<file path="src/rtl/cla_adder16.sv">
module cla_adder16 #(
  parameter int GROUP_W = 4,
  parameter int GROUPS  = 4
) (
  input  logic [GROUP_W*GROUPS-1:0] a,
  input  logic [GROUP_W*GROUPS-1:0] b,
  input  logic                      cin,
  output logic [GROUP_W*GROUPS-1:0] sum,
  output logic                      cout,
  output logic [GROUPS-1:0]         grp_p,
  output logic [GROUPS-1:0]         grp_g
);
  localparam int W = GROUP_W * GROUPS;

  logic [W-1:0]    bit_g, bit_p;
  logic [GROUPS:0] gc;

  assign bit_g = a & b;
  assign bit_p = a | b;

  for (genvar k = 0; k < GROUPS; k++) begin : g_grp
    logic [GROUP_W-1:0] lg, lp;
    logic [GROUP_W-1:0] lc;
    assign lg = bit_g[k*GROUP_W +: GROUP_W];
    assign lp = bit_p[k*GROUP_W +: GROUP_W];

    always_comb begin
      logic gen_acc, term;
      grp_p[k] = &lp;
      gen_acc  = 1'b0;
      for (int j = 0; j < GROUP_W; j++) begin
        term = lg[j];
        for (int m = j + 1; m < GROUP_W; m++) term = term & lp[m];
        gen_acc = gen_acc | term;
      end
      grp_g[k] = gen_acc;
    end

    always_comb begin
      logic acc, term;
      lc[0] = gc[k];
      for (int i = 0; i < GROUP_W - 1; i++) begin
        acc = gc[k];
        for (int m = 0; m <= i; m++) acc = acc & lp[m];
        for (int j = 0; j <= i; j++) begin
          term = lg[j];
          for (int m = j + 1; m <= i; m++) term = term & lp[m];
          acc = acc | term;
        end
        lc[i+1] = acc;
      end
    end

    assign sum[k*GROUP_W +: GROUP_W] = a[k*GROUP_W +: GROUP_W] ^ b[k*GROUP_W +: GROUP_W] ^ lc;
  end

  always_comb begin
    logic acc, term;
    gc[0] = cin;
    for (int i = 0; i < GROUPS; i++) begin
      acc = cin;
      for (int m = 0; m <= i; m++) acc = acc & grp_p[m];
      for (int j = 0; j <= i; j++) begin
        term = grp_g[j];
        for (int m = j + 1; m <= i; m++) term = term & grp_p[m];
        acc = acc | term;
      end
      gc[i+1] = acc;
    end
  end

  assign cout = gc[GROUPS];
endmodule


</file>
<file path="config.mk">
export PLATFORM = sky130hd
export DESIGN_NAME = cla_adder16
export DESIGN_NICKNAME = d
export VERILOG_FILES = /design/src/rtl/cla_adder16.sv
export SDC_FILE = /design/constraint.sdc
export NUM_CORES = 1
export LEC_CHECK = 0
export ABC_AREA = 1
export ABC_CLOCK_PERIOD_IN_PS = 1400
export BUFFER_PORTS_ARGS = -buffer_cell sky130_fd_sc_hd__clkbuf_2
export CORE_ASPECT_RATIO = 1.2
export CORE_MARGIN = 8
export CORE_UTILIZATION = 40
export DETAILED_ROUTE_END_ITERATION = 8
export GPL_ROUTABILITY_DRIVEN = 0
export PLACE_DENSITY = 0.76
export SYNTH_ARGS = -nofsm -noshare
export SYNTH_HDL_FRONTEND = slang
export SYNTH_SLANG_ARGS = --single-unit
</file>
<file path="constraint.sdc">
create_clock -name vclk -period 1.4
set_input_delay 0.14 -clock vclk [all_inputs]
set_output_delay 0.14 -clock vclk [all_outputs]
set_load 0.02 [all_outputs]
</file>
==> results of run 1 <==
-- synthesized netlist by cell type --
| cell | count | area share (%) |
|---|---|---|
| nand2_2 | 7 | 3.7 |
| nand3_1 | 3 | 1.3 |
| nand3b_2 | 1 | 0.96 |
| nor2_1 | 9 | 2.9 |
| nor3_1 | 2 | 0.85 |
| xor2_1 | 6 | 4.5 |
| nor4_1 | 1 | 0.53 |
| inv_2 | 2 | 0.64 |
| a21oi_1 | 4 | 1.7 |
| xnor2_1 | 4 | 3.0 |
| nand4_2 | 1 | 1.1 |
| fa_1 | 4 | 6.8 |
| nand2_1 | 22 | 7.1 |
| or2_4 | 1 | 0.75 |
| buf_4 | 4 | 2.6 |
| o21bai_1 | 2 | 1.3 |
| nor2_8 | 2 | 3.4 |
| nand3_2 | 3 | 2.6 |
| inv_1 | 57 | 18 |
| nor2_4 | 2 | 1.9 |
| ha_1 | 32 | 34 |
-- routing by layer --
metal	global-route usage, %	vias to the layer above
met5	0	-
met4	1.46	0
met3	3.13	2
met2	29.5	35
met1	12.5	595
li1	-	646
-- through the flow --
step | power, mW | hold slack, ns | setup slack (ns) | util, %
floorplan | 0.655 | 0.526 | -0.186 | -
global placement | 0.933 | 0.754 | -0.497 | 72.1
detailed placement | 0.951 | 0.755 | -0.545 | 72.1
CTS | 1.14 | 0.749 | -0.413 | 82.3
global route | 1.33 | 0.753 | -0.516 | 88.0
finish | 1.25 | 0.724 | -0.469 | 88.0
-- worst max-delay path by stage --
stage	from	endpoint	slack, ns
2_1_floorplan	b[4]	sum[12]	-0.19
3_3_place_gp	b[9]	sum[13]	-0.50
3_5_place_dp	b[9]	sum[13]	-0.54
4_1_cts	a[1]	sum[13]	-0.41
5_1_grt	b[5]	sum[13]	-0.52
6_report	b[5]	sum[13]	-0.47
-- placed cells by master, fill, tap and decap left out, drive strengths merged --
cell	count
a21oi	4
buf	43
clkbuf	45
clkinv	1
fa	4
ha	32
inv	58
nand2	29
nand3	6
nand3b	1
nand4	1
nor2	13
nor3	2
nor4	1
o21bai	2
or2	1
xnor2	4
xor2	6
-- critical path: stages --
cell and delay [ns]:
clkbuf_8 0.12, inv_4 0.05, ha_4 0.12, inv_2 0.03
nand2_2 0.05, nand2_1 0.08, nand2_1 0.09, nand3_2 0.10
nand2_2 0.10, nand4_4 0.10, fa_2 0.43, xor2_4 0.18
buf_8 0.13
-- layout make-up --
cell class                 count  area, sq um
tap                           34         42.5
fill                         145          334
timing repair buffer          88          779
multi-input combinational    106         1330
inverter                      59          297
-- power by group --
| group | switching, mW | internal, mW | total, mW |
|---|---|---|---|
| clock network | 0 | 0 | 0 |
| registers | 0 | 0 | 0 |
| logic | 0.616 | 0.633 | 1.25 |
-- cells by family (layout without fill, tap and decap cells) --
logic type,count (synthesis),after routing,share of synthesized area (%)
and+or+nand+nor,54,54,27.0
buffers and inverters,63,147,21.5
xor gates and xnor gates,10,10,7.48
adders and majority gates,36,36,41.0
AOI/OAI and AO/OA,6,6,2.99
-- timing repair --
item,in CTS,in global routing
buffers inserted,4,6
gates cloned,0,0
hold buffers,0,0
setup endpoints to repair,16,18
pin swaps,19,24
gates resized for setup,50,40
hold endpoints to repair,0,0
==> impl_metrics.ini, run 1 <==
[route]
met3_length_um = 240
drt_iter0_markers = 27
viasPerCell = 4.45
drcViolationCount = 0
wl_met1_um = 1280
avgRoutedWirePerCell_um = 13.2
detail-route-antenna-nets = 0
vias = 1278
firstDrtPassIters = 4
topRoutingLayerUsed = met4
wirelength_um = 3780
met2WireLength_um = 2250

[floorplanning]
die_h_um = 75.3
ios = 58
die_w_um = 65.4
floorplan.die_area_sq_um = 4920
row_count = 21
core-area_sq_um = 2790
initial_utilization_pct = 42.0

[sta]
min_period_ns = 1.87
hold_viol = 0
post-route-period-util_pct = 134
maxSlewViolCount = 0
rsz0062_at_grt = true
tightest_slew_ns = 0.337
fin_ws_ns = -0.469
slew_headroom_pct = 77.4
setup_viol = 15
finalSetupTns_ns = -5.22
max_freq_ghz = 0.535

[logic_synthesis]
yosys_warnings = 0
syn-num-nets = 238
synth_area_sq_um = 1170
synth_area_per_cell_sq_um = 6.93
synth_cell_types = 21
syn-instance-count = 169
ys_seq_area_share_pct = 0

[outcome]
violations = setup timing
status = finished, violations left

[setup_path]
worstSetupStartpointType = primary input
critical_path_class = primary input to primary output
worstPathMaxFanout = 3
cp.arrival_ns = 1.73
critical_path_required_ns = 1.26
endpoint_kind = primary output

[pwr]
power.density_nw_per_um2 = 510
leakagePower_nw = 1.28
peakVddDrop_v = 0.000419

[layout]
seq_cell_count = 0
clockBufferCount = 0
final_cell_area_sq_um = 2450
final_layout_size_suffix_gt1_share_pct = 69.6
num_antenna_cells = 0
area.growth.synth_to_final_pct = 109
final_nets = 324
seq_area_sq_um = 0
final_cells = 287

[placement]
placed_area_sq_um = 2010
hpwl_um = 2580
io_buffers = 58
place_inst = 277

[worst_hold_path]
min_delay_worst_endpoint = sum[12]
hold_class = primary input to primary output
hold_depth = 3
hold_start = b[12]

[flow_run]
maxCapViolations = 0

[grt]
grt_pass1_vias = 1375
grt_pass1_wl_um = 5580
grt_max_degree = 6
gr-total-overflow = 0
track_usage_pct = 13.6
antenna_found_initial = 0
Power figures use the tool's default switching activity.
==> inputs of run 2 (changes only) <==
- ABC_AREA: 1 -> default
- PLACE_DENSITY: 0.76 -> 0.77
==> impl_metrics.ini, run 2 <==
[worst_hold_path]
hold_start = a[3]
min_delay_worst_endpoint = sum[3]
hold_class = primary input to primary output
hold_depth = 5

[logic_synthesis]
netlist_top_cells_count = 42 x inv_1, 32 x ha_1, 8 x a21oi_1, 8 x xor2_1, 7 x nor2_1
synth_top_cell_by_area = ha_1
yosysMostFrequentCell = inv_1
yosys_warnings = 0
synth_area_per_cell_sq_um = 7.75
syn-num-nets = 213
synth_cell_types = 33
yosysTopAreaCellShare_pct = 35.9
ys_seq_area_share_pct = 0
yosys-top-cells-area = ha_1 36%, inv_1 14%, fa_1 7.2%
synth_area_sq_um = 1120
syn-instance-count = 144

[floorplanning]
row_count = 21
die_w_um = 64.2
die_h_um = 73.9
core-area_sq_um = 2730
ios = 58
initial_utilization_pct = 40.8
floorplan.die_area_sq_um = 4740

[setup_path]
cp.arrival_ns = 1.82
critical_path_class = primary input to primary output
critical_path_required_ns = 1.26
endpoint_kind = primary output
worstSetupStartpointType = primary input
worstPathMaxFanout = 3

[grt]
grt_pass1_wl_um = 5580
antenna_found_initial = 0
gr-total-overflow = 0
grt_pass1_vias = 1337
grt_max_degree = 5
track_usage_pct = 13.8

[sta]
min_period_ns = 1.96
fin_ws_ns = -0.564
finalSetupTns_ns = -5.99
post-route-period-util_pct = 140
tightest_slew_ns = 0.305
rsz0062_at_grt = true
maxSlewViolCount = 0
slew_headroom_pct = 79.6
max_freq_ghz = 0.509
setup_viol = 15
hold_viol = 0

[route]
met3_length_um = 203
drt_iter0_markers = 41
wirelength_um = 4130
met2WireLength_um = 2510
topRoutingLayerUsed = met4
firstDrtPassIters = 4
wl_met1_um = 1340
detail-route-antenna-nets = 0
viasPerCell = 4.85
avgRoutedWirePerCell_um = 15.4
vias = 1301
drcViolationCount = 0

[placement]
hpwl_um = 2770
io_buffers = 58
placed_area_sq_um = 1810

[layout]
final_layout_size_suffix_gt1_share_pct = 77.4
num-fill-cells = 142
area.growth.synth_to_final_pct = 113
final_common_cell = buf_4
num_antenna_cells = 0
multi_input_area_sq_um = 1340
seq_cell_count = 0
clockBufferCount = 0
seq_area_sq_um = 0
final_cell_mix = 34 x buf_4, 27 x clkbuf_2, 18 x inv_1
final_nets = 305
final_cell_area_sq_um = 2380

[flow_run]
maxCapViolations = 0

[pwr]
power.density_nw_per_um2 = 524
peakVddDrop_v = 0.000379
leakagePower_nw = 1.15

[outcome]
status = finished, violations left
violations = setup timing

[clock_tree]
hold_buffers = 0
## run 2: where the power goes
group | switching, mW | internal [mW]
clock network | 0 | 0
logic | 0.599 | 0.648
registers | 0 | 0
total | 0.599 | 0.648
## run 2: worst max-delay path by stage
stage	depth (start not counted)	startpoint	slack (ns)	endpoint
6_report	10	b[7]	-0.56	sum[13]
5_1_grt	8	b[4]	-0.62	sum[13]
4_1_cts	10	b[11]	-0.60	sum[12]
3_5_place_dp	10	a[3]	-0.62	sum[13]
3_3_place_gp	10	a[11]	-0.60	sum[13]
2_1_floorplan	8	b[1]	-0.44	sum[15]
## run 2: what timing repair did
action	CTS	global route
pin swaps	14	35
endpoints found under the hold margin	0	0
setup buffers	4	4
gates cloned	0	0
resized for setup	46	91
setup endpoints to repair	18	20
## run 2: metrics by stage
step	util, %	worst slack (ns)	power (mW)	cells	hold slack, ns
final	87.1	-0.564	1.25	268	0.758
after global routing	87.1	-0.619	1.32	268	0.780
after CTS	74.3	-0.599	1.07	264	0.771
after detailed placement	66.3	-0.618	0.898	260	0.770
after global placement	66.3	-0.601	0.880	260	0.757
after floorplan	-	-0.443	0.586	144	0.499
## run 2: layout make-up
cell class,instances,share of cell area (%)
multi-input cells,96,56.2
inverters,44,8.62
well taps,34,1.79
repair buffers,94,33.4
## run 2: kinds of logic (layout without fill, tap and decap cells)
logic type	Yosys count	in the layout	synth area share [%]
buffers and inverters	48	138	17.5
adders and majority gates	36	36	43.0
xor gates and xnor gates	11	11	8.63
AOI/OAI and AO/OA	25	25	17.5
muxes	1	1	0.897
and+or+nand+nor	23	23	12.4
## run 2: critical path: stages
cell,delay (ns)
buf_8,0.10
inv_4,0.05
ha_4,0.16
inv_4,0.04
a21oi_4,0.15
o31ai_4,0.11
a211o_4,0.37
fa_2,0.36
xor2_2,0.16
clkbuf_8,0.17
## run 2: metal layers
layer  vias to the layer above  track usage (%)
li1                        629                -
met1                       618             12.7
met2                        46             30.6
met3                         8             2.59
met4                         0            0.971
met5                         -                0
